--- src/rtl/rtc_pkg.sv ---
package rtc_pkg;

  localparam int BYTE_W   = 8;
  localparam int N_STAGES = 3;

  typedef enum logic [1:0] {
    SEL_FAST = 2'd0,
    SEL_SEC  = 2'd1,
    SEL_SPAN = 2'd2,
    SEL_NONE = 2'd3
  } stage_sel_e;

  // two BCD digits of a value below 100
  function automatic logic [7:0] to_bcd2(input logic [15:0] v);
    logic [15:0] tens;
    logic [15:0] units;
    tens  = v / 16'd10;
    units = v % 16'd10;
    return {tens[3:0], units[3:0]};
  endfunction

endpackage

--- src/rtl/rtc_rate_stage.sv ---
module rtc_rate_stage #(
  parameter int            CW   = 16,
  parameter logic [CW-1:0] INIT = CW'(2)
) (
  input  logic          clk,
  input  logic          rst,
  input  logic          en,
  input  logic          ld,
  input  logic [CW-1:0] ld_val,
  output logic          term,
  output logic [CW-1:0] count
);

  logic [CW-1:0] cnt_q;
  logic [CW-1:0] reload_q;

  always_ff @(posedge clk) begin
    if (rst) begin
      cnt_q    <= INIT;
      reload_q <= INIT;
    end else if (ld) begin
      cnt_q    <= ld_val;
      reload_q <= ld_val;
    end else if (en) begin
      cnt_q <= (cnt_q == CW'(1)) ? reload_q : cnt_q - CW'(1);
    end
  end

  assign term  = en & ~ld & (cnt_q == CW'(1));
  assign count = cnt_q;

  // terminal count reloads on the same edge
  p_reload_on_terminal_r2: assert property (@(posedge clk) disable iff (rst)
    term |=> cnt_q == $past(reload_q));

  // an enabled count above one steps down by one
  p_step_down_r2: assert property (@(posedge clk) disable iff (rst)
    (en && !ld && cnt_q != CW'(1)) |=> cnt_q == $past(cnt_q) - CW'(1));

  // without enable or load the count holds
  p_hold_idle_r3: assert property (@(posedge clk) disable iff (rst)
    (!en && !ld) |=> $stable(cnt_q));

endmodule

--- src/rtl/rtc_serial_div.sv ---
module rtc_serial_div #(
  parameter int W = 16
) (
  input  logic         clk,
  input  logic         rst,
  input  logic         start,
  input  logic [W-1:0] dividend,
  input  logic [W-1:0] divisor,
  output logic [W-1:0] quo,
  output logic [W-1:0] rem,
  output logic         done
);

  localparam int SW = $clog2(W + 1);

  logic [SW-1:0] steps_q;
  logic [W:0]    trial;
  logic [W:0]    dvs_ext;

  assign trial   = {rem, quo[W-1]};
  assign dvs_ext = {1'b0, divisor};

  always_ff @(posedge clk) begin
    if (rst) begin
      quo     <= '0;
      rem     <= '0;
      steps_q <= '0;
      done    <= 1'b0;
    end else begin
      done <= 1'b0;
      if (start) begin
        quo     <= dividend;
        rem     <= '0;
        steps_q <= SW'(W);
      end else if (steps_q != '0) begin
        steps_q <= steps_q - SW'(1);
        if (trial >= dvs_ext) begin
          rem <= W'(trial - dvs_ext);
          quo <= {quo[W-2:0], 1'b1};
        end else begin
          rem <= trial[W-1:0];
          quo <= {quo[W-2:0], 1'b0};
        end
        if (steps_q == SW'(1)) done <= 1'b1;
      end
    end
  end

  // a finished division leaves a remainder below the divisor
  p_rem_below_divisor_r6: assert property (@(posedge clk) disable iff (rst)
    done |-> rem < divisor);

endmodule

--- src/rtl/rtc_cascade.sv ---
module rtc_cascade #(
  parameter int CW       = 16,
  parameter int PRE_INIT = 50000,
  parameter int SEC_INIT = 40,
  parameter int SPAN     = 43200
) (
  input  logic       clk,
  input  logic       rst,
  input  logic       wr_en,
  input  logic [1:0] wr_addr,
  input  logic [7:0] wr_data,
  output logic       irq,
  output logic [7:0] port_sec,
  output logic [7:0] port_min,
  output logic [7:0] port_hr
);
  import rtc_pkg::*;

  localparam int HOUR_SEC = 3600;
  localparam int MIN_SEC  = 60;
  localparam int MW       = $clog2(HOUR_SEC);

  logic [BYTE_W-1:0] lo_byte_q [N_STAGES];
  logic [N_STAGES-1:0] hi_pend_q;
  logic [N_STAGES-1:0] en_s, ld_s, term_s;
  logic [CW-1:0]       cnt_s [N_STAGES];

  // byte pointer per stage: low byte, then high byte
  always_ff @(posedge clk) begin
    if (rst) begin
      hi_pend_q <= '0;
      for (int i = 0; i < N_STAGES; i++) lo_byte_q[i] <= '0;
    end else if (wr_en && wr_addr != SEL_NONE) begin
      for (int i = 0; i < N_STAGES; i++) begin
        if (wr_addr == 2'(i)) begin
          if (!hi_pend_q[i]) lo_byte_q[i] <= wr_data;
          hi_pend_q[i] <= ~hi_pend_q[i];
        end
      end
    end
  end

  assign en_s[0] = 1'b1;
  assign en_s[1] = term_s[0];
  assign en_s[2] = term_s[1];

  for (genvar g = 0; g < N_STAGES; g++) begin : g_stage
    localparam int INIT_G = (g == 0) ? PRE_INIT : (g == 1) ? SEC_INIT : SPAN;
    assign ld_s[g] = wr_en && (wr_addr == 2'(g)) && hi_pend_q[g];
    rtc_rate_stage #(.CW(CW), .INIT(CW'(INIT_G))) i_stage (
      .clk    (clk),
      .rst    (rst),
      .en     (en_s[g]),
      .ld     (ld_s[g]),
      .ld_val (CW'({wr_data, lo_byte_q[g]})),
      .term   (term_s[g]),
      .count  (cnt_s[g])
    );
    // reload values of one or more keep every count nonzero
    p_count_nonzero_r2: assert property (@(posedge clk) disable iff (rst)
      cnt_s[g] != '0);
  end

  // one-second strobe
  logic irq_q;
  always_ff @(posedge clk) begin
    if (rst) irq_q <= 1'b0;
    else     irq_q <= term_s[1];
  end
  assign irq = irq_q;

  // elapsed seconds -> hours, then remainder -> minutes and seconds
  logic [CW-1:0] elapsed;
  logic [CW-1:0] hr_quo, hr_rem;
  logic [MW-1:0] mn_quo, mn_rem;
  logic          hr_done, mn_done;

  assign elapsed = CW'(SPAN) - cnt_s[2];

  rtc_serial_div #(.W(CW)) i_div_hr (
    .clk      (clk),
    .rst      (rst),
    .start    (irq_q),
    .dividend (elapsed),
    .divisor  (CW'(HOUR_SEC)),
    .quo      (hr_quo),
    .rem      (hr_rem),
    .done     (hr_done)
  );

  rtc_serial_div #(.W(MW)) i_div_mn (
    .clk      (clk),
    .rst      (rst),
    .start    (hr_done),
    .dividend (hr_rem[MW-1:0]),
    .divisor  (MW'(MIN_SEC)),
    .quo      (mn_quo),
    .rem      (mn_rem),
    .done     (mn_done)
  );

  logic [15:0] hr_show;
  assign hr_show = (hr_quo == '0) ? 16'd12 : 16'(hr_quo);

  always_ff @(posedge clk) begin
    if (rst) begin
      port_sec <= 8'h00;
      port_min <= 8'h00;
      port_hr  <= 8'h12;
    end else if (mn_done) begin
      port_sec <= to_bcd2(16'(mn_rem));
      port_min <= to_bcd2(16'(mn_quo));
      port_hr  <= to_bcd2(hr_show);
    end
  end

  // the interrupt lasts one cycle
  p_irq_single_r5: assert property (@(posedge clk) disable iff (rst)
    irq |=> !irq);

  // ports move only together on conversion done
  p_ports_atomic_r8: assert property (@(posedge clk) disable iff (rst)
    !mn_done |=> ($stable(port_sec) && $stable(port_min) && $stable(port_hr)));

  // every digit is a valid BCD digit
  p_bcd_digits_r6: assert property (@(posedge clk) disable iff (rst)
    (port_sec[3:0] <= 4'd9) && (port_sec[7:4] <= 4'd5) &&
    (port_min[3:0] <= 4'd9) && (port_min[7:4] <= 4'd5) &&
    (port_hr[3:0]  <= 4'd9) && (port_hr[7:4]  <= 4'd1));

  // hour zero never reaches the port
  p_hour_nonzero_r7: assert property (@(posedge clk) disable iff (rst)
    port_hr != 8'h00);

endmodule

--- config.mk ---
export PLATFORM = sky130hd
export DESIGN_NAME = rtc_cascade
export DESIGN_NICKNAME = d
export VERILOG_FILES = /design/src/rtl/rtc_pkg.sv /design/src/rtl/rtc_rate_stage.sv /design/src/rtl/rtc_serial_div.sv /design/src/rtl/rtc_cascade.sv
export SDC_FILE = /design/constraint.sdc
export NUM_CORES = 1
export LEC_CHECK = 0
export ABC_AREA = 0
export BUFFER_PORTS_ARGS = -buffer_cell sky130_fd_sc_hd__clkbuf_2
export CAP_MARGIN = 20
export CORE_UTILIZATION = 40
export CTS_BUF_LIST = sky130_fd_sc_hd__clkbuf_4
export DETAILED_ROUTE_END_ITERATION = 8
export HOLD_SLACK_MARGIN = 0.08
export PLACE_DENSITY = 0.54
export SLEW_MARGIN = 20
export SYNTH_ARGS = -nofsm -noshare
export SYNTH_HDL_FRONTEND = slang
export SYNTH_SLANG_ARGS = --single-unit
--- constraint.sdc ---
create_clock -name clk -period 9.2 [get_ports clk]
set_clock_uncertainty 0.2 [all_clocks]
set_input_delay 0.46 -clock clk [delete_from_list [all_inputs] [get_ports clk]]
set_output_delay 0.46 -clock clk [all_outputs]
set_load 0.005 [all_outputs]
==> flow_summary.yaml <==
floorplanning:
  core_um2: 35600
  start_util_pct: 40.6
  dieArea_um2: 36900
  die_y_um: 192
  ioPinCount: 38
  die_w_um: 192
  num_rows: 69
cells_and_area:
  fin_nets: 1966
  area_growth_pct: 9.12
  post-route-util_pct: 44.3
  drive_gt1_share_pct: 11.3
  stdcell_count: 2441
  design_area_um2: 15800
  fill_cells: 3666
clocking:
  cts_buffers: 66
  htreeDepth: 3
  path_clk_slew_ns: 0.06
  cts-root-buf: "clkbuf_4"
  worst_skew_pair.late_latency_ns: 0.73
  tritoncts: "built"
  clk_path_buf_depth: 3
  cts_sinks: 215
  cts_setup_buffers: 0
logic_synthesis:
  yosysSeqAreaShare_pct: 31.5
  synth.top_cell.area_share_pct: 26.5
  synth_adder_area_share_pct: 2.26
  synth_edf_count: 24
  netlist_instances: 1930
  yosys.area_share.simple_pct: 24.7
  synth_top_family_by_area: "compound AO/OA/AOI/OAI gates"
  syn_area_per_cell_um2: 7.49
  yosys.area.top_type: "dfxtp_1"
  synth_most_common_cell: "nand2_1"
  ys.flop_type: "dfxtp_1"
  synthesis.area_um2: 14400
  ys_types: 111
  muxShareOfSynthArea_pct: 2.43
  async_reset_ff_share_pct: 0
  synth_fp_nets: 1965
  ys_ff_latch: 215
  synth_common_cells: "nand2_1, a21oi_1, nor2_1"
  ys_top_cells_by_area: "dfxtp_1, a21oi_1, nand2_1, nor2_1, edfxtp_1"
  yosys_warnings: 0
  synthXorXnorAreaFrac_pct: 5.67
  synth_compound_area_share_pct: 28.0
power:
  combPwrFrac_pct: 69.0
  p_switching_mw: 3.53
  intPower_mw: 3.36
  ir_drop_mv: 0.621
  cellPowerDensity_nw_per_um2: 437
  p_seq_share_pct: 17.7
  switching_share_pct: 51.2
  power.share.clock_pct: 13.3
  leakage_nw: 5.59
  p_total_mw: 6.90
timing:
  rsz0062_at_grt: "no"
  timing.final.ws_setup_ns: 1.22
  setup_viol: 0
  relSlewSlack_pct: 33.9
  fin_tns_setup_ns: 0
  max_freq_mhz: 125
  whs_ns: 0.235
  worst_pin_slew_ns: 0.967
  finalMaxSlewViolations: 0
  post-route-min-period_ns: 7.98
  fin_crit_sh_pct: 86.8
  hold_viol_final: 0
worst_setup_path:
  critPathMaxFanout: 11
  reg2reg_depth: 23
  crit_path_end_kind: "flop"
  critPathArrivalTime_ns: 8.33
  cp_data_required_time_ns: 9.55
  critPathLaunchType: "flop"
  worstSetupPathType: "flop to flop"
worst_hold_path:
  whs_path_depth: 2
  worstHoldPathType: "flop to flop"
global_routing:
  grt_max_degree: 52
  first_global_vias: 12700
  grt_overflow: 0
  grt_use_total_pct: 21.4
  antenna_found_initial: 1
  grt_pass1_wl_mm: 64.9
route:
  drc: 0
  drt_iter0_markers: 850
  drtPass1Iterations: 5
  wl_per_cell_um: 16.0
  via_per_inst: 5.67
  routed_wl_mm: 39.0
  vias: 13900
  ant_nets: 0
placement:
  pre_cts_ws_ns: 1.31
  dpl.hpwl_mm: 26.7
  placedInstanceArea_um2: 14800
  placed_cells: 2308
  io_buffer_count: 37
  gp_congestion: 0.875
run_status:
  outcome: "finished clean"
job:
  cap_violations: 0
-- power groups by stage --
stage | Clock, mW | Sequential [mW] | Combinational [mW]
after floorplan | 0 | 1.13 | 3.92
after global placement | 0 | 1.24 | 4.68
after detailed placement | 0 | 1.24 | 4.67
after CTS | 0.957 | 1.22 | 4.70
after global routing | 1.01 | 1.24 | 5.25
final | 0.918 | 1.22 | 4.76
-- worst paths after layout --
path / startpoint / to / slack (ns)
setup / recovery: i_div_mn.rem[1]$_SDFFE_PP0N_ / port_sec[1]$_SDFFE_PP0P_ / 1.22
hold / removal: g_stage[0].i_stage.reload_q[8]$_SDFFE_PP1P_ / g_stage[0].i_stage.reload_q[8]$_SDFFE_PP1P_ / 0.23
setup reg to reg: i_div_mn.rem[1]$_SDFFE_PP0N_ / port_sec[1]$_SDFFE_PP0P_ / 1.22
hold reg to reg: g_stage[0].i_stage.reload_q[8]$_SDFFE_PP1P_ / g_stage[0].i_stage.reload_q[8]$_SDFFE_PP1P_ / 0.23
-- registers in the layout, indices dropped and copies added (netlist names) --
signal,flops
g_stage.i_stage.count,48
hi_pend_q,3
i_div_mn.rem,12
i_div_hr.rem,16
port_min,8
i_div_hr.steps_q,5
i_div_hr.quo,16
port_sec,8
irq,1
g_stage.i_stage.reload_q,48
i_div_hr.done,1
i_div_mn.steps_q,4
i_div_mn.quo,12
lo_byte_q,24
port_hr,8
i_div_mn.done,1
-- routing by layer --
| layer | vias up | wire length, um | global-route usage (%) |
|---|---|---|---|
| met5 | - | 0 | 0 |
| met4 | 0 | 759 | 7.09 |
| met3 | 62 | 1520 | 3.34 |
| met2 | 280 | 17500 | 33.9 |
| met1 | 6467 | 19200 | 29.4 |
| li1 | 7041 | - | - |
-- worst max-delay path, stage by stage, from the launching register on --
cell and delay [ns]:
dfxtp_1 0.48, inv_1 0.23, ha_1 0.30, nand2b_1 0.38, nor2_1 0.43, a21oi_1 0.18, nor4_2 0.45, a221o_1 0.40
o41ai_1 0.14, a211o_1 0.44, or4b_4 0.61, a21oi_1 0.20, or2_0 0.40, a311oi_4 0.17, nor4_4 0.39, or2_1 0.33
a21oi_1 0.10, a31oi_1 0.48, a31oi_1 0.22, o211ai_1 0.15, mux2_2 0.36, o21ai_0 0.34, a21boi_0 0.30, o221ai_1 0.14
-- area by class of cell --
cell class	instances	area (um2)	share of cell area, %
Clock buffer	88	661	4.19
Sequential cell	215	4550	28.8
Inverter	58	218	1.38
Multi-Input combinational cell	1518	9120	57.9
Antenna cell	1	2.50	0.0159
Tap cell	461	577	3.66
Clock inverter	28	154	0.976
Timing Repair Buffer	72	485	3.08
-- what timing repair did --
item	CTS	global route
resized for setup	0	0
endpoints found under the hold margin	82	0
hold buffers	15	0
-- layout by cell type, fill, tap and decap left out, types with 22 or more instances in the layout --
master,n
a211oi_1,44
nor3_1,55
dfxtp_1,190
nor2_1,207
mux2i_1,22
clkbuf_4,88
edfxtp_1,24
inv_1,55
xor2_1,25
nand2_1,277
a31oi_1,33
o211ai_1,40
o21ai_0,104
clkbuf_2,37
xnor2_1,66
nand3_1,39
ha_1,22
a21oi_1,210
-- logic make-up after synthesis --
logic type / after synthesis
AO/OA/AOI/OAI: 609
XOR/XNOR: 92
adder cells (fa/ha/maj): 27
buffers and inverters: 197
flip-flops: 215
multiplexers: 33
AND/OR/NAND/NOR: 757
Power figures use the tool's default switching activity.
